### src/rtl/ser_tx_pkg.sv
package ser_tx_pkg;

    localparam int WORD_W    = 8;
    localparam int FRAME_MAX = WORD_W + 3;

    typedef logic [WORD_W-1:0]    word_t;
    typedef logic [FRAME_MAX-1:0] frame_t;

    typedef enum logic [1:0] {
        ST_IDLE  = 2'd0,
        ST_LOAD  = 2'd1,
        ST_SHIFT = 2'd2
    } tx_state_e;

    typedef struct packed {
        logic load;
        logic shift;
    } shift_cmd_t;

    function automatic int frame_len(int nbits, bit par_en);
        return nbits + (par_en ? 1 : 0) + 2;
    endfunction

    function automatic logic parity_of(word_t w, int nbits, bit odd);
        logic p;
        p = odd;
        for (int i = 0; i < WORD_W; i++)
            if (i < nbits) p = p ^ w[i];
        return p;
    endfunction

    // start bit at position 0, data LSB first, optional parity, stop bit(s) high
    function automatic frame_t pack_frame(word_t w, int nbits, bit par_en, bit odd);
        frame_t f;
        f    = '1;
        f[0] = 1'b0;
        for (int i = 0; i < WORD_W; i++)
            if (i < nbits) f[i+1] = w[i];
        if (par_en) f[nbits+1] = parity_of(w, nbits, odd);
        return f;
    endfunction

endpackage

### src/rtl/ser_tx_baud.sv
module ser_tx_baud #(
    parameter int CLK_PER_BIT = 16
) (
    input  logic clk,
    input  logic rst,
    input  logic run,
    output logic tick
);
    localparam int CNT_W = (CLK_PER_BIT > 1) ? $clog2(CLK_PER_BIT) : 1;
    localparam logic [CNT_W-1:0] LAST = CNT_W'(CLK_PER_BIT - 1);

    logic [CNT_W-1:0] cnt;

    always_ff @(posedge clk) begin
        if (rst || !run)      cnt <= '0;
        else if (cnt == LAST) cnt <= '0;
        else                  cnt <= cnt + 1'b1;
    end

    assign tick = run && (cnt == LAST);
endmodule

### src/rtl/ser_tx_shifter.sv
module ser_tx_shifter
    import ser_tx_pkg::*;
#(
    parameter int DATA_BITS  = 8,
    parameter bit PARITY_EN  = 1'b1,
    parameter bit PARITY_ODD = 1'b0
) (
    input  logic       clk,
    input  logic       rst,
    input  shift_cmd_t cmd,
    input  word_t      word,
    output logic       bit_out
);
    localparam int FLEN = frame_len(DATA_BITS, PARITY_EN);

    frame_t          packed_f;
    logic [FLEN-1:0] sr;

    always_comb packed_f = pack_frame(word, DATA_BITS, PARITY_EN, PARITY_ODD);

    always_ff @(posedge clk) begin
        if (rst)            sr <= '1;
        else if (cmd.load)  sr <= packed_f[FLEN-1:0];
        else if (cmd.shift) sr <= {1'b1, sr[FLEN-1:1]};
    end

    assign bit_out = sr[0];
endmodule

### src/rtl/ser_tx_ctrl.sv
module ser_tx_ctrl
    import ser_tx_pkg::*;
#(
    parameter int LAST_POS = 10
) (
    input  logic       clk,
    input  logic       rst,
    input  logic       fifo_empty,
    input  logic       word_valid,
    input  logic       tick,
    output tx_state_e  state,
    output logic       rd_req,
    output shift_cmd_t cmd
);
    localparam int POS_W = $clog2(LAST_POS + 1);
    localparam logic [POS_W-1:0] POS_END = POS_W'(LAST_POS);

    tx_state_e        state_n;
    logic [POS_W-1:0] pos;

    always_comb begin
        state_n = state;
        cmd     = '0;
        unique case (state)
            ST_IDLE:  if (!fifo_empty) state_n = ST_LOAD;
            ST_LOAD:  if (word_valid) begin
                          cmd.load = 1'b1;
                          state_n  = ST_SHIFT;
                      end
            ST_SHIFT: if (tick) begin
                          cmd.shift = 1'b1;
                          if (pos == POS_END)
                              state_n = fifo_empty ? ST_IDLE : ST_LOAD;
                      end
            default:  state_n = ST_IDLE;
        endcase
    end

    always_ff @(posedge clk) begin
        if (rst) begin
            state  <= ST_IDLE;
            rd_req <= 1'b0;
            pos    <= '0;
        end else begin
            state  <= state_n;
            rd_req <= (state_n == ST_LOAD) && (state != ST_LOAD);
            if (cmd.load)       pos <= '0;
            else if (cmd.shift) pos <= pos + 1'b1;
        end
    end
endmodule

### src/rtl/fifo_serial_tx.sv
module fifo_serial_tx
    import ser_tx_pkg::*;
#(
    parameter int DATA_BITS   = 8,
    parameter bit PARITY_EN   = 1'b1,
    parameter bit PARITY_ODD  = 1'b0,
    parameter int CLK_PER_BIT = 16
) (
    input  logic       clk,
    input  logic       rst,
    input  logic       fifo_empty,
    output logic       fifo_rd_req,
    input  logic       fifo_rd_valid,
    input  logic [7:0] fifo_rd_data,
    output logic       txd,
    output logic       busy
);
    localparam int LAST_POS = DATA_BITS + (PARITY_EN ? 1 : 0) + 1;

    tx_state_e  state;
    shift_cmd_t cmd;
    logic       tick;
    logic       bit_out;

    ser_tx_ctrl #(.LAST_POS(LAST_POS)) u_ctrl (
        .clk(clk), .rst(rst), .fifo_empty(fifo_empty), .word_valid(fifo_rd_valid),
        .tick(tick), .state(state), .rd_req(fifo_rd_req), .cmd(cmd)
    );

    ser_tx_baud #(.CLK_PER_BIT(CLK_PER_BIT)) u_baud (
        .clk(clk), .rst(rst), .run(state == ST_SHIFT), .tick(tick)
    );

    ser_tx_shifter #(
        .DATA_BITS(DATA_BITS), .PARITY_EN(PARITY_EN), .PARITY_ODD(PARITY_ODD)
    ) u_shift (
        .clk(clk), .rst(rst), .cmd(cmd), .word(fifo_rd_data), .bit_out(bit_out)
    );

    assign txd  = (state == ST_SHIFT) ? bit_out : 1'b1;
    assign busy = (state != ST_IDLE);
endmodule

### config.mk
export PLATFORM = sky130hd
export DESIGN_NAME = fifo_serial_tx
export DESIGN_NICKNAME = d
export VERILOG_FILES = /design/src/rtl/ser_tx_pkg.sv /design/src/rtl/ser_tx_baud.sv /design/src/rtl/ser_tx_shifter.sv /design/src/rtl/ser_tx_ctrl.sv /design/src/rtl/fifo_serial_tx.sv
export SDC_FILE = /design/constraint.sdc
export NUM_CORES = 1
export LEC_CHECK = 0
export BUFFER_PORTS_ARGS = -buffer_cell sky130_fd_sc_hd__buf_4
export CAP_MARGIN = 10
export CORE_MARGIN = 3
export CORE_UTILIZATION = 47
export DETAILED_ROUTE_END_ITERATION = 12
export PLACE_DENSITY = 0.67
export REMOVE_ABC_BUFFERS = 1
export SLEW_MARGIN = 15
export SYNTH_ARGS = -nofsm -noshare
export SYNTH_HDL_FRONTEND = slang
export SYNTH_SLANG_ARGS = --single-unit
### constraint.sdc
create_clock -name clk -period 1.6 [get_ports clk]
set_input_delay 0.16 -clock clk [delete_from_list [all_inputs] [get_ports clk]]
set_output_delay 0.16 -clock clk [all_outputs]
set_load 0.02 [all_outputs]
### Word-level counts from Yosys, hierarchy flattened

Index checks and enable logic that the tools add are counted.

* register bits after elaboration: 21
* input bits: 12
* output and inout port bits: 3
* logic and storage cells: 42

* $add $sub $neg: 2
* equal/unequal tests: 6
* mux-type cells: 13
* bitwise logic cells: 7
* reduce and logical (&&, ||, !) cells: 9

Operator list (count)
* $mux W10: 2
* $add A4 B1 Y4 const B: 2
* $eq A4 B4 Y1 const B: 2
* $mux W2: 4
* $xor A1 B1 Y1: 7
* $mux W1: 6
* $pmux W2 S3: 1
* $eq A2 B1 Y1 const B: 2
* $reduce_bool A2 Y1: 2
* $reduce_or A2 Y1: 2
* $eq A2 B2 Y1 const B: 1
* $logic_and A1 B1 Y1: 2
* $logic_not A2 Y1: 1
* $ne A2 B1 Y1 const B: 1
* $logic_not A1 Y1: 1
* $logic_or A1 B1 Y1: 1

### Depth between registers and ports, before layout

* depth in word-level cells: 8
* depth in mapped cells: 6
* depth with buffers taken out: 5

### Cells and area by module

From an unflattened synthesis, not the netlist that was laid out.

* cells, all modules: 102
* area, all modules: 1017.2 um^2

Modules (own cells, without submodules)
* ser_tx_shifter: times used 1, cells each 48, area each 503.0 um^2
* ser_tx_ctrl: times used 1, cells each 34, area each 332.8 um^2
* ser_tx_baud: times used 1, cells each 17, area each 157.7 um^2
* fifo_serial_tx: times used 1, cells each 3, area each 23.8 um^2

### Least setup slack after synthesis

Ideal clock, no wire load.

* path type: reg2reg
* start: register u_baud.cnt[0]
* end: register u_baud.cnt[3]
* setup time: 0.064 ns
* data arrival time: 1.314 ns
* setup slack: 0.222 ns
* cell stages (with the launch flop): 6
* clock period less this slack: 1.378 ns
* path through: dfxtp_1 -> ha_1 -> and3_1 -> buf_4 -> or3_1 -> nor2_1

* word-level cells in the longest chain between the ends: 2

RTL lines
* from (decl): line ser_tx_baud.sv:12 `logic [CNT_W-1:0] cnt;`
* from (signal assigned): line ser_tx_baud.sv:17 `else cnt <= cnt + 1'b1;`
* branches (longest 2 deep; another with $add A4 B1 Y4)

Parallel ways; which one is timed is not known.
A chain may end at the register's enable or synchronous reset.

### Worst setup path in the final report

* start: register u_ctrl.state[0]
* end: output port txd

* word-level cells in the longest chain between the ends: 2

RTL lines
* from (decl): line ser_tx_ctrl.sv:11 `output tx_state_e state,`
* from (signal assigned): line ser_tx_ctrl.sv:45 `state <= state_n;`
* $eq A2 B2 Y1: line fifo_serial_tx.sv:40 `assign txd = (state == ST_SHIFT) ? bit_out : 1'b1;`
* $mux W1: line fifo_serial_tx.sv:40
* to (decl): line fifo_serial_tx.sv:15 `output logic txd,`

Every way passes these cells.

==> metrics.md <==
| Metric | Value |
|---|---|
| Cell with the most instances after synthesis | `dfxtp_1` |
| Post-synthesis sequential area ratio | `0.397` |
| Grt total ovfl | `0` |
| Worst path required time | `approximately 1.4 ns` |
| Asr flop ratio synth | `0` |
| Final hold vios | `0` |
| Worst Hold Class | `in2reg` |
| Clk root buf | `clkbuf_4` |
| P_sw | `roughly 260 µW` |
| Slew Viols, Final | `0` |
| Cell Pwr Density | `808 nW/µm²` |
| Crit path cell chain | `and2b_2, nand2b_1, buf_4` |
| Routed vias/inst | `between 5 and 6` |
| Unique masters post-synth | `34` |
| Initial DRC count | `11` |
| Mapped cell area | `~1100 µm²` |
| Crit start category | `flip-flop` |
| Post_cts resized | `2` |
| Ratio of final minimum period to clock period | `0.923` |
| Hold slack | `0.0427 ns` |
| Finished Core Util | `0.585` |
| Worst Hold Launch | `fifo_empty` |
| Sw Ratio | `0.265` |
| Post-route cell area | `~1200 µm²` |
| Reg-to-reg critical path startpoint | `u_baud.cnt[0]` |
| Area after DPL | `between 1000 and 1500 µm²` |
| Initial Util | `0.518` |
| Largest net degree at the start of global routing | `21` |
| Max-slew headroom | `0.645` |
| # DRC | `0` |
| Sink Count | `21` |
| Worst Setup SP | `u_ctrl.state[0]` |
| Post-Syn Instances | `~110` |
| Final setup violation count | `0` |
| Bufs on Longest Clock Path | `2` |
| Initial antenna violation count | `0` |
| Logic pwr share | `0.149` |
| Buffers & Inverters on Critical Path | `1` |
| Num rows | `16` |
| Peak Freq | `a little under 700 MHz` |
| Yosys top cell area share | `0.397` |
| First-pass GRT wire length | `between 3000 and 4000 µm` |
| Power Internal | `between 700 and 800 µW` |
| Status | `finished clean` |
| Ys flop type | `dfxtp_1` |
| I/O Buffers | `14` |
| Min Tclk post-route | `approximately 1.5 ns` |
| Cts hold-fix bufs | `0` |
| Setup TNS | `0 ns` |
| CTS buffer count | `3` |
| Layout area overhead | `12.9%` |
| Pleak | `0.000482 µW` |
| Routed wire length per instance | `about 13 µm` |
| Die Y | `around 53 µm` |
| FF+latch count, synth | `21` |
| Vias in the first global route | `826` |
| CTS tree | `built` |
| Dpl hpwl | `between 1000 and 1500 µm` |
| Slowest cell on the critical path | `dfxtp_1` |
| Max Cap Viol | `0` |
| Drt total wl | `1950 µm` |
| Fin worst setup slack | `approximately 0.12 ns` |
| Place WS | `0.0257 ns` |
| CTS H-tree depth | `1` |
| Post-synth top area cell | `dfxtp_1` |
| Avg Cell Area, Syn | `9.29 µm²` |
| Antenna cells | `0` |
| Crit path max-delay family | `simple AND/OR/NAND/NOR gates` |
| First-pass DRT Iterations | `4` |
| Post-synth EDFFs | `0` |
| Nets@finish | `142` |
| Full die area | `between 2000 and 3000 µm²` |
| CP peak stage delay | `about 0.43 ns` |
| Core Box Area | `between 2000 and 2500 µm²` |
| Crit path kind | `reg2out` |
| RSZ-0062 raised after global routing | `false` |
| Die X | `53.5 µm` |
| Post-CTS Repair Setup Buffers | `0` |
| Total track usage | `0.157` |
| Slew at the pin with the worst max-slew slack | `around 0.53 ns` |
| Final GP Congestion | `approximately 0.79` |
| Sequential share of power | `0.572` |
| Clk Latency, worst-skew pair | `between 0.3 and 0.4 ns` |
| Synth top area cells | `dfxtp_1 (40%), xnor2_1 (8.3%), o21bai_1 (6.4%)` |
| IO Count | `15` |
| Vias | `836` |
| Clock share of power | `0.279` |
| Yosys warns | `0` |
| Critical Path End Type | `primary output` |
| Routed Antenna Nets | `0` |
| Commonest cells post-synth | `dfxtp_1 (21), nor2_1 (15), xnor2_1 (10), o21bai_1 (9)` |
| Max Clock Skew | `approximately 0.0021 ns` |
| Clock edge transition at the registers on the reported setup and hold paths | `roughly 0.13 ns` |
| WP data arrival | `1.32 ns` |
| Peak supply drop | `between 0.6 and 0.7 mV` |
| Layout cell share with drive strength beyond 1 | `0.206` |
| Crit path max fanout | `13` |
==> worst register-to-register path, cell delays in order, from the launching register on <==
cell and delay (ns):
dfxtp_1 0.37, ha_1 0.21, nand3_1 0.16, nor2_4 0.20
nor2_1 0.07, a2111oi_2 0.31
==> sequential cells by signal (all words and copies together), names as in the netlist <==
register       count
u_baud.cnt         4
u_ctrl.pos         4
u_ctrl.rd_req      1
u_ctrl.state       2
u_shift.sr        10
==> metrics by stage <==
| stage | power, µW | std cells |
|---|---|---|
| 2_1_floorplan | 650 | 108 |
| 3_3_place_gp | 704 | 149 |
| 3_5_place_dp | 708 | 149 |
| 4_1_cts | 979 | 153 |
| 5_1_grt | 1010 | 153 |
| 6_report | 965 | 153 |
==> placed cells by master (no fill, tap or decap), drive strengths merged, types with 2 or more instances in the layout <==
cell / netlist / routed
a21oi: 2 / 2
ha: 3 / 3
nand2b: 2 / 2
nor2: 16 / 16
a21boi: 8 / 8
o21bai: 9 / 9
buf: 4 / 14
clkbuf: 2 / 3
nor3: 5 / 5
a31oi: 8 / 8
xnor2: 10 / 10
inv: 2 / 2
xor2: 2 / 2
dfxtp: 21 / 21
nand3: 4 / 4
==> layer usage <==
layer	vias to the layer above	routed length, µm	track usage
met2	19	917	0.269
met3	2	102	0.0620
met1	382	923	0.179
met4	0	8	0.0426
li1	433	-	-
met5	-	0	0
==> worst paths after layout <==
path / end / slack [ns] / depth (start not counted)
min reg2reg: u_baud.cnt[0] / 0.46 / 1
max reg2reg: u_ctrl.pos[1] / 0.19 / 5
min: u_ctrl.rd_req / 0.04 / 2
max: txd / 0.12 / 3
==> logic make-up (layout without fill, tap and decap cells) <==
logic type	count (synthesis)	count (layout)	synth area share
AND/OR/NAND/NOR	38	38	0.196
AO/OA/AOI/OAI	30	30	0.208
flip-flops	21	21	0.397
XOR/XNOR	12	12	0.0993
buffers and inverters	8	20	0.0437
adder cells (fa/ha/maj)	3	3	0.0355
multiplexers	2	2	0.0201
==> area by class of cell <==
| cell class | instances | area, µm² |
|---|---|---|
| fill | 194 | 847 |
| multi-input combinational | 85 | 598 |
| sequential | 21 | 420 |
| timing repair buffer | 14 | 105 |
| tap | 27 | 33.8 |
| clock buffer | 3 | 22.5 |
| clock inverter | 1 | 7.51 |
| inverter | 2 | 7.51 |
==> power groups by stage <==
stage	Sequential, µW	Clock [µW]	Combinational (µW)
floorplan	563	0	86.9
global route	555	302	157
finish	552	269	144
CTS	552	282	145
detailed placement	564	0	144
global placement	563	0	142
(Power assumes the default switching activity.)
